[src/rtl/xbar_router_pkg.sv]
// Shared encodings for the dilated crossbar router.
// Assumes the signal code fits in the payload (W >= 2).
package xbar_router_pkg;
    typedef enum logic [2:0] {
        ST_IDLE  = 3'd0,
        ST_ROUTE = 3'd1,
        ST_FWD   = 3'd2,
        ST_REV   = 3'd3,
        ST_BLK   = 3'd4
    } fport_state_t;

    localparam int unsigned CODE_NULL  = 0;
    localparam int unsigned CODE_DROP  = 1;
    localparam int unsigned CODE_TURN  = 2;
    localparam int unsigned CODE_BLOCK = 3;
endpackage

[src/rtl/xr_lfsr.sv]
// Free-running Galois LFSR that supplies the pseudo-random offset for port choice.
// Assumes SEED is non-zero; it runs on every clock out of reset.
module xr_lfsr #(
    parameter int unsigned          WIDTH = 16,
    parameter logic [WIDTH-1:0]     TAPS  = 16'hB400,
    parameter logic [WIDTH-1:0]     SEED  = 16'hACE1
) (
    input  logic             clk,
    input  logic             rst_n,
    output logic [WIDTH-1:0] state
);
    // Advance the shift register one step per cycle.
    always_ff @(posedge clk) begin
        if (!rst_n)        state <= SEED;
        else if (state[0]) state <= (state >> 1) ^ TAPS;
        else               state <= state >> 1;
    end
endmodule

[src/rtl/xr_rr_arbiter.sv]
// Rotating-priority arbiter for one logical direction. The winner is the first
// requester at or after the pointer. The pointer moves past the winner only when
// a grant is actually issued (enable high).
module xr_rr_arbiter #(
    parameter int unsigned N = 4
) (
    input  logic         clk,
    input  logic         rst_n,
    input  logic [N-1:0] req,
    input  logic         enable,
    output logic [N-1:0] grant
);
    localparam int unsigned IW = (N > 1) ? $clog2(N) : 1;

    logic [IW-1:0] ptr;
    logic [IW-1:0] win;
    logic          found;

    // Search the requests upward from the pointer, with wrap-around.
    always_comb begin
        int idx;
        found = 1'b0;
        win   = '0;
        grant = '0;
        for (int k = 0; k < N; k++) begin
            idx = int'(ptr) + k;
            if (idx >= int'(N)) idx = idx - int'(N);
            if (!found && req[idx]) begin
                found = 1'b1;
                win   = IW'(idx);
            end
        end
        if (found && enable) grant[win] = 1'b1;
    end

    // Move the pointer to the position after the winner.
    always_ff @(posedge clk) begin
        if (!rst_n)               ptr <= '0;
        else if (found && enable) ptr <= (int'(win) == int'(N) - 1) ? '0 : win + IW'(1);
    end
endmodule

[src/rtl/xr_free_pick.sv]
// Picks one free port from a dilated group, starting the search at an offset
// taken from the random word (shifted by SHIFT so directions differ).
// Assumes DIL >= 2.
module xr_free_pick #(
    parameter int unsigned DIL   = 2,
    parameter int unsigned SHIFT = 0
) (
    input  logic [DIL-1:0]         free,
    input  logic [15:0]            rnd,
    output logic                   valid,
    output logic [$clog2(DIL)-1:0] idx
);
    localparam int unsigned OB = $clog2(DIL);

    logic [15:0]   sh;
    logic [OB-1:0] off;

    // Form a legal starting offset from the random bits.
    always_comb begin
        sh  = rnd >> SHIFT;
        off = sh[OB-1:0];
        if (int'(off) >= int'(DIL)) off = '0;
    end

    // Take the first free port at or after the offset.
    always_comb begin
        int p;
        valid = 1'b0;
        idx   = '0;
        for (int k = 0; k < DIL; k++) begin
            p = int'(off) + k;
            if (p >= int'(DIL)) p = p - int'(DIL);
            if (!valid && free[p]) begin
                valid = 1'b1;
                idx   = OB'(p);
            end
        end
    end
endmodule

[src/rtl/xbar_router.sv]
// Dilated circuit-switched crossbar. Each forward port runs its own connection
// state machine. Each backward port keeps a busy flag and is written only by its
// owner. Every output is registered. Assumes N_DIR is a power of two, N_DIR >= 2
// and DIL >= 2.
module xbar_router
    import xbar_router_pkg::*;
#(
    parameter int unsigned N_IN  = 4,
    parameter int unsigned N_DIR = 2,
    parameter int unsigned DIL   = 2,
    parameter int unsigned W     = 8
) (
    input  logic                        clk,
    input  logic                        rst_n,
    input  logic [N_IN-1:0][W:0]        fwd_in,
    output logic [N_IN-1:0][W:0]        fwd_out,
    output logic [N_DIR*DIL-1:0][W:0]   bwd_out,
    input  logic [N_DIR*DIL-1:0][W:0]   bwd_in
);
    localparam int unsigned N_OUT = N_DIR * DIL;
    localparam int unsigned DIRB  = $clog2(N_DIR);
    localparam int unsigned PB    = $clog2(N_OUT);
    localparam int unsigned OB    = $clog2(DIL);
    localparam logic [W:0]  WD_NULL  = {1'b1, W'(CODE_NULL)};
    localparam logic [W:0]  WD_DROP  = {1'b1, W'(CODE_DROP)};
    localparam logic [W:0]  WD_TURN  = {1'b1, W'(CODE_TURN)};
    localparam logic [W:0]  WD_BLOCK = {1'b1, W'(CODE_BLOCK)};

    fport_state_t [N_IN-1:0]           st;
    logic [N_IN-1:0][DIRB-1:0]         hdir;
    logic [N_IN-1:0][W-1:0]            hpay;
    logic [N_IN-1:0][PB-1:0]           conn;
    logic [N_OUT-1:0]                  busy;
    logic [N_IN-1:0]                   drop_in;
    logic [N_DIR-1:0][N_IN-1:0]        gnt;
    logic [N_DIR-1:0]                  pval;
    logic [N_DIR-1:0][OB-1:0]          pidx;
    logic [N_IN-1:0]                   grant_in;
    logic [N_IN-1:0][PB-1:0]           gport;
    logic [15:0]                       rnd;

    xr_lfsr u_lfsr (.clk(clk), .rst_n(rst_n), .state(rnd));

    // Flag the drop words arriving on each forward port.
    always_comb begin
        for (int i = 0; i < N_IN; i++) drop_in[i] = (fwd_in[i] == WD_DROP);
    end

    for (genvar d = 0; d < N_DIR; d++) begin : g_dir
        logic [N_IN-1:0] req;

        // Collect the routing requests aimed at this direction.
        always_comb begin
            for (int i = 0; i < N_IN; i++)
                req[i] = (st[i] == ST_ROUTE) && (hdir[i] == DIRB'(d)) && !drop_in[i];
        end

        xr_free_pick #(.DIL(DIL), .SHIFT(d)) u_pick (
            .free  (~busy[d*DIL +: DIL]),
            .rnd   (rnd),
            .valid (pval[d]),
            .idx   (pidx[d])
        );

        xr_rr_arbiter #(.N(N_IN)) u_arb (
            .clk    (clk),
            .rst_n  (rst_n),
            .req    (req),
            .enable (pval[d]),
            .grant  (gnt[d])
        );
    end

    // Map each direction's grant back to its forward port and physical port.
    always_comb begin
        grant_in = '0;
        gport    = '0;
        for (int d = 0; d < N_DIR; d++) begin
            for (int i = 0; i < N_IN; i++) begin
                if (gnt[d][i]) begin
                    grant_in[i] = 1'b1;
                    gport[i]    = PB'(d * DIL) + PB'(pidx[d]);
                end
            end
        end
    end

    // Connection state machines, busy flags and registered crossbar outputs.
    always_ff @(posedge clk) begin
        if (!rst_n) begin
            st      <= {N_IN{ST_IDLE}};
            hdir    <= '0;
            hpay    <= '0;
            conn    <= '0;
            busy    <= '0;
            fwd_out <= {N_IN{WD_NULL}};
            bwd_out <= {N_OUT{WD_NULL}};
        end else begin
            fwd_out <= {N_IN{WD_NULL}};
            bwd_out <= {N_OUT{WD_NULL}};
            for (int i = 0; i < N_IN; i++) begin
                case (st[i])
                    ST_IDLE: begin
                        if (!fwd_in[i][W]) begin
                            hdir[i] <= fwd_in[i][DIRB-1:0];
                            hpay[i] <= fwd_in[i][W-1:0] >> DIRB;
                            st[i]   <= ST_ROUTE;
                        end
                    end
                    ST_ROUTE: begin
                        if (drop_in[i]) begin
                            st[i] <= ST_IDLE;
                        end else if (grant_in[i]) begin
                            conn[i]           <= gport[i];
                            busy[gport[i]]    <= 1'b1;
                            bwd_out[gport[i]] <= {1'b0, hpay[i]};
                            st[i]             <= ST_FWD;
                        end else begin
                            fwd_out[i] <= WD_BLOCK;
                            st[i]      <= ST_BLK;
                        end
                    end
                    ST_FWD: begin
                        bwd_out[conn[i]] <= fwd_in[i];
                        if (drop_in[i]) begin
                            busy[conn[i]] <= 1'b0;
                            st[i]         <= ST_IDLE;
                        end else if (fwd_in[i] == WD_TURN) begin
                            st[i] <= ST_REV;
                        end
                    end
                    ST_REV: begin
                        fwd_out[i] <= bwd_in[conn[i]];
                        if (drop_in[i]) begin
                            bwd_out[conn[i]] <= WD_DROP;
                            busy[conn[i]]    <= 1'b0;
                            st[i]            <= ST_IDLE;
                        end else if (bwd_in[conn[i]] == WD_DROP) begin
                            busy[conn[i]] <= 1'b0;
                            st[i]         <= ST_IDLE;
                        end
                    end
                    ST_BLK: begin
                        if (drop_in[i]) st[i] <= ST_IDLE;
                    end
                    default: st[i] <= ST_IDLE;
                endcase
            end
        end
    end
endmodule

[config.mk]
export PLATFORM = sky130hd
export DESIGN_NAME = xbar_router
export DESIGN_NICKNAME = d
export VERILOG_FILES = /design/src/rtl/xbar_router_pkg.sv /design/src/rtl/xr_lfsr.sv /design/src/rtl/xr_rr_arbiter.sv /design/src/rtl/xr_free_pick.sv /design/src/rtl/xbar_router.sv
export SDC_FILE = /design/constraint.sdc
export NUM_CORES = 1
export LEC_CHECK = 0
export ABC_AREA = 1
export CAP_MARGIN = 20
export CORE_ASPECT_RATIO = 0.5
export CORE_MARGIN = 4
export CORE_UTILIZATION = 50
export DETAILED_ROUTE_END_ITERATION = 6
export PLACE_DENSITY_LB_ADDON = 0.2
export SYNTH_ARGS = -nofsm -noshare
export SYNTH_HDL_FRONTEND = slang
export SYNTH_SLANG_ARGS = --single-unit
[constraint.sdc]
create_clock -name clk -period 4 [get_ports clk]
set_input_delay 0.4 -clock clk [delete_from_list [all_inputs] [get_ports clk]]
set_output_delay 0.4 -clock clk [all_outputs]
set_load 0.05 [all_outputs]
==> metrics, run 1 <==
nets@finish=2149; internal power=0.00566 W; largest net degree at the start of global routing=50; VDD IR max=785 uV; CP max-delay cell=clkdlybuf4s50_1; number of diodes=0; Setup crit start=fwd_in[6]; Crit Reg-Reg Startpoint=st[0]; drt wl/cell=~22 um; Synth Flop Type=dfxtp_1; die area=24600 sq um; Area Overhead vs Synth=31.6%; DR iter-0 viols=about 2.8k; Fillers=between 2k and 2.5k; Crit Path Class=input pin to flop; routability cong.=between 1 and 1.5; CP required=4370 ps; vias in the first global route=13.0k; Critical Path Source Type=input pin; later-pin clock latency in the skew report=460 ps; final worst path period need=3790 ps; R2R Path End=bwd_out[26]; CP Depth=24; Seq pwr share=16.9%; Routed WL=51.7 mm; Setup crit end kind=flop; Crit path buffers/inverters=6; max incr delay on CP=460 ps; CTS clk-pin slew, worst paths=60 ps; Comb pwr share=slightly below 70%; grt ovf=0; via count=approximately 14k; first-pass GRT wire length=77.3 mm; Reg2Reg Setup Slack=320 ps; Die X=218 um; Core ar.=21600 sq um; final setup vio count=0; max-slew violation count=0; ys async rst share=0%; share of cells above drive strength 1=14.2%; Avg Cell Area, Syn=6.14 sq um; count leader, synth=nand2_1; Psw=0.00667 W; Register-to-Register Path Depth=26; final core occ=66.9%; final-report hold violation count=0; MaxCap Viol Count=0; #FFs+latches synth=148; Post-Syn Area=11000 sq um; Cell variety after synth=56; CTS tree=built; synth cell count leaders=nand2_1 (355), inv_1 (277), nor2_1 (217), dfxtp_1 (148), a21oi_1 (131); Die Y=113 um; cell family with most CP delay=simple AND/OR/NAND/NOR gates; I/O Buffers=145; Critical Path Sink=bwd_out[10]; area leader, netlist=dfxtp_1; Initial Util=50.8%; initial antenna violation count=0; CTS Buffer Depth=2; Worst Hold Class=flop to flop; Final Worst Setup Slack=207 ps; Post-Syn Instances=between 1.5k and 2k; Power Density=852 nW/um^2; clock share of power=between 10% and 20%; DR pass1 iterations=7; switching share of power=54.1%; highest metal layer with signal wires=met5; CTS H-tree depth=4; ranking of synthesized cells by area=dfxtp_1 (27%), nand2_1 (12%), inv_1 (9.5%); part of the Yosys area used for sequential elements=~27%; Critical Path AT=4170 ps; hpwl dp=41.1 mm; DRC Markers=1; # clock sinks=148; Place WS=-208 ps; worst clock skew=12.6 ps; worst-path maximum fanout=7; Worst-Margin Slew=1070 ps; Relative slew margins=28.4%; # rows=38; Via-to-Cell Ratio=6.05; Synth Warn #=0; failing checks=DRC; num ports=146; post-synth top area share=between 20 and 30%; run status=complete, but fails checks; met2 wire len=around 20 mm; post-synthesis net count=between 1.5k and 2k; met1 WL=about 21 mm; DRT antenna net count=0; Max Freq=264 MHz; critical-path cell list=clkdlybuf4s50_1 -> inv_1 -> nand2_1 -> nor2_2 -> nand3_4 -> nand3_1 -> nand2_1 -> o21ai_2 -> inv_1 -> a21oi_2 -> nand3_1 -> o21ai_0 -> o21ai_1 -> inv_1 -> buf_4 -> ha_1 -> inv_1 -> nor3_4 -> nand2_2 -> o22ai_1 -> o21ai_0 -> nand2_1 -> nand2_1 -> a21oi_1; EDFF count, synth=0; Hold Crit Start=u_lfsr.state[7]; Static Leak=6.38 nW; CTS root buf=clkbuf_16; WL met3=around 9.4 mm; fin crit share=between 90% and 100%; Tot GR Track Use=41.1%; CTS Buf Count=17
-- metrics by stage --
stage / total power [W] / instances / TNS [ps] / hold WS (ps) / instance area, sq um
2_1_floorplan: 0.00692 / 1790 / 0 / 390 / 11000
3_3_place_gp: 0.0100 / 2345 / -175 / 391 / 13800
3_5_place_dp: 0.0100 / 2345 / -2090 / 400 / 13800
4_1_cts: 0.0118 / 2377 / 0 / 415 / 14400
5_1_grt: 0.0130 / 2380 / -15.2 / 431 / 14500
6_report: 0.0123 / 2380 / 0 / 414 / 14500
-- sequential cells by signal, indices dropped and copies added, names as in the netlist --
name             flops
u_lfsr.state        16
conn                 8
busy                 4
hpay                28
bwd_out             36
hdir                 4
fwd_out             36
st                  12
g_dir.u_arb.ptr      4
-- area by class of cell --
| class | instances | area, sq um | area share, % |
|---|---|---|---|
| timing repair buffer | 301 | 2640 | 18.3 |
| sequential | 148 | 2960 | 20.5 |
| tap | 300 | 375 | 2.59 |
| clock inverter | 13 | 173 | 1.19 |
| inverter | 306 | 1150 | 7.97 |
| clock buffer | 19 | 433 | 2.99 |
| multi-input combinational | 1293 | 6730 | 46.5 |
-- routing by layer --
layer / global-route usage, % / vias up
met5: 1.76 / -
met2: 55.0 / 1165
met1: 58.5 / 6525
li1: - / 6585
met4: 9.19 / 2
met3: 20.6 / 133
-- cells by family (layout without fill, tap and decap cells) --
family | after synthesis | in the layout | share of synthesized area [%]
AOI/OAI and AO/OA | 461 | 461 | 25.3
adders and majority gates | 8 | 8 | 0.910
DFF | 148 | 148 | 26.9
buffers and inverters | 349 | 639 | 12.5
xor gates and xnor gates | 5 | 5 | 0.398
and+or+nand+nor | 819 | 819 | 34.0
-- how the worst min path moves through the flow --
stage | to | depth (start not counted)
after floorplan | u_lfsr.state[14] | 2
after global placement | u_lfsr.state[8] | 2
after detailed placement | u_lfsr.state[6] | 1
after CTS | u_lfsr.state[6] | 1
after global routing | u_lfsr.state[11] | 1
final | u_lfsr.state[6] | 1
-- worst register-to-register path: cells and delay by family, from the launching register on --
family,cells,cell delay (ps)
flops,1,370
simple gates,16,1890
fa+ha+maj,1,210
buf+inv,5,380
compound gates,3,520
xor+xnor,1,210
-- power groups by stage --
| stage | clock (W) | combinational, W | sequential, W |
|---|---|---|---|
| finish | 0.00174 | 0.00850 | 0.00209 |
| global route | 0.00180 | 0.00905 | 0.00212 |
| CTS | 0.00173 | 0.00799 | 0.00207 |
| detailed placement | 0 | 0.00792 | 0.00210 |
| global placement | 0 | 0.00790 | 0.00210 |
| floorplan | 0 | 0.00443 | 0.00249 |
-- layout by cell type (no fill, tap or decap), drive strengths merged, types with 21 or more instances in the layout --
cell,netlist,final
nand4,38,38
a21oi,132,132
inv,299,305
buf,12,157
o22ai,73,73
o21ai,136,136
nand2,377,377
nand3,135,135
a22oi,36,36
dfxtp,148,148
nor2,235,235
a221oi,25,25
nor3,21,21
clkdlybuf4s50,0,144
-- timing repair --
action | 4_1_cts | 5_1_grt
resized for setup | 0 | 17
endpoints found under the setup margin | 0 | 31
hold buffers | 0 | 0
buffers inserted | 0 | 3
Power figures use the tool's default switching activity.
==> run 2, diff against run 1 <==
- GPL_TIMING_DRIVEN: unset -> 0
==> run 2 against run 1 <==
The flow now finishes without violations. Die area unchanged. Non-clock buffer count down 93. Final cell count down 3.9%. Wire length up 2.3%. Maximum frequency down 4.5%. Clock skew down 1.8 ps. Sequential cell count unchanged. Register-to-register slack worse by 290 ps. Clock power down 10%. First-iteration DRC count up 5.5%. Sequential share of layout area up 1.0 points. Global-route usage up 0.30 points.
==> metrics, run 2 (same netlist as run 1, synthesis figures left out) <==
run status=completed; hpwl dp=41.7 mm (+1.4%); Power Density=839 nW/um^2 (-1.6%); VDD IR max=888 uV (+13%); clock share of power=13.5% (-0.6 points); CTS clk-pin slew, worst paths=70 ps (about the same); # rows=38 (unchanged); final setup vio count=0 (unchanged); hold_buf cts=0 (unchanged); Final Non-Filler Cells=2287 (-3.9%); DR pass1 iterations=7 (unchanged); CTS H-tree depth=4 (unchanged); later-pin clock latency in the skew report=470 ps (about the same); fin crit share=99.3% (+4.4 points); final worst path period need=3970 ps (+178 ps); Die Y=113 um (unchanged); Routed WL=52.9 mm (+2.3%); commonest cells after routing, fill and taps aside=nand2_1 (350), inv_1 (270), nor2_1 (209); vias in the first global route=12.6k (-3.3%); Tot GR Track Use=41.4% (+0.30 points); worst clock skew=10.8 ps (-1.77 ps); Crit Path Class=flop to flop; Die X=218 um (unchanged); final core occ=63.9% (-3.0 points); initial antenna violation count=2 (+2); multi-input combinational cell area=6910 sq um (+2.5%); drt wl/cell=23.1 um (+6.5%); DR iter-0 viols=2948 (+5.5%); number of diodes=0 (unchanged); Worst Hold Class=input pin to flop; CTS Buf Count=17 (unchanged); Core ar.=21600 sq um (unchanged); CTS Buffer Depth=2 (unchanged); CP required=4330 ps (-40 ps); Largest regs=bwd_out (36), fwd_out (36), hpay (28); DRT antenna net count=0 (unchanged); Critical Path AT=4300 ps (+130 ps); CTS tree=built; grt ovf=0 (unchanged); worst hold slack=359 ps (-55.1 ps); Seq pwr share=18.0% (+1.1 points); Max Freq=252 MHz (-4.5%); largest net degree at the start of global routing=17 (-66%); worst-path maximum fanout=9 (+2); via count=14.2k (-1.1%); switching share of power=58.0% (+3.9 points); placed cell count=2235 (-4.7%); Comb pwr share=68.5% (-0.4 points); Initial Util=50.8% (unchanged); I/O Buffers=145 (unchanged); Final Power=0.0116 W (-6.0%); Psw=0.00673 W (+0.80%); die area=24600 sq um (unchanged); routability cong.=1.14 (+5.3%); Static Leak=5.99 nW (-6.1%); Relative slew margins=11.0% (-17 points); internal power=0.00486 W (-14%); CTS root buf=clkbuf_16; Setup crit end kind=flop; DRC Markers=0 (-1); register area=2970 sq um (+0.21%); share of cells above drive strength 1=10.3% (-3.9 points); Fillers=2105 (+2.6%); nets@finish=2056 (-4.3%); final-report hold violation count=0 (unchanged); Critical Path Source Type=flop; MaxCap Viol Count=0 (unchanged); Area Overhead vs Synth=25.7%; num ports=146 (unchanged); Via-to-Cell Ratio=6.23 (+2.9%); # clock sinks=148 (unchanged); commonest non-fill, non-tap cell in the layout=nand2_1; max-slew violation count=0 (unchanged); first-pass GRT wire length=76.5 mm (-1.1%); Worst-Margin Slew=1330 ps (+264 ps)
-- run 2: cell type report --
cell class	instances	share of cell area (%)
buffer	43	1.64
clock buffer	18	3.11
clock inverter	14	0.851
inverter	306	8.35
multi-input combinational	1293	50.0
sequential	148	21.5
tap	300	2.72
timing repair buffer	165	11.9
-- run 2: power by group through the flow --
stage	sequential, W	clock [W]	combinational, W
5_1_grt	0.00211	0.00161	0.00838
4_1_cts	0.00206	0.00155	0.00718
6_report	0.00208	0.00156	0.00794
2_1_floorplan	0.00249	0	0.00443
3_3_place_gp	0.00208	0	0.00709
3_5_place_dp	0.00209	0	0.00711
-- run 2: timing repair --
action                     CTS  global route
setup endpoints to repair   27            39
pin swaps                    0            13
resized for setup           14            73
buffers inserted             0            20
-- run 2: per-layer routing --
layer,up-vias,track usage (%),part of all wire (%)
met5,-,0,0.042
met2,1151,55.6,38
met3,189,22.7,19
li1,6414,-,-
met4,4,9.44,2.9
met1,6487,57.6,41
-- run 2: per-stage QoR --
stage	cell area, sq um	setup slack [ps]	TNS (ps)
after floorplan	11000	924	0
after global placement	12800	-942	-22730
after detailed placement	12800	-871	-22810
after CTS	13400	0.447	0
after global routing	13800	-95.4	-805
final	13800	29.4	0
-- run 2: worst paths after layout --
check / startpoint / to / slack (ps) / cells past startpoint
min reg2reg: u_lfsr.state[6] / u_lfsr.state[5] / 410 / 1
max reg2reg: st[6] / bwd_out[34] / 30 / 22
min: fwd_in[34] / bwd_out[34] / 360 / 3
max: st[6] / bwd_out[34] / 30 / 22
-- run 2: critical path: stages (launching register included) --
cell     delay (ps)
dfxtp_4         410
inv_2            70
nor2_4          140
nand2_4         170
inv_4           110
nand4_2         130
nand3_1         190
o21ai_4         100
nand2_1          90
inv_1            60
a21oi_1         160
xor2_1          290
nand2_1         150
inv_1           110
ha_2            230
nand4_4         180
o21ai_4         290
buf_4           180
nand2_1          50
a21oi_1         350
o21ai_1         120
nand2_1         160
a21oi_1          90
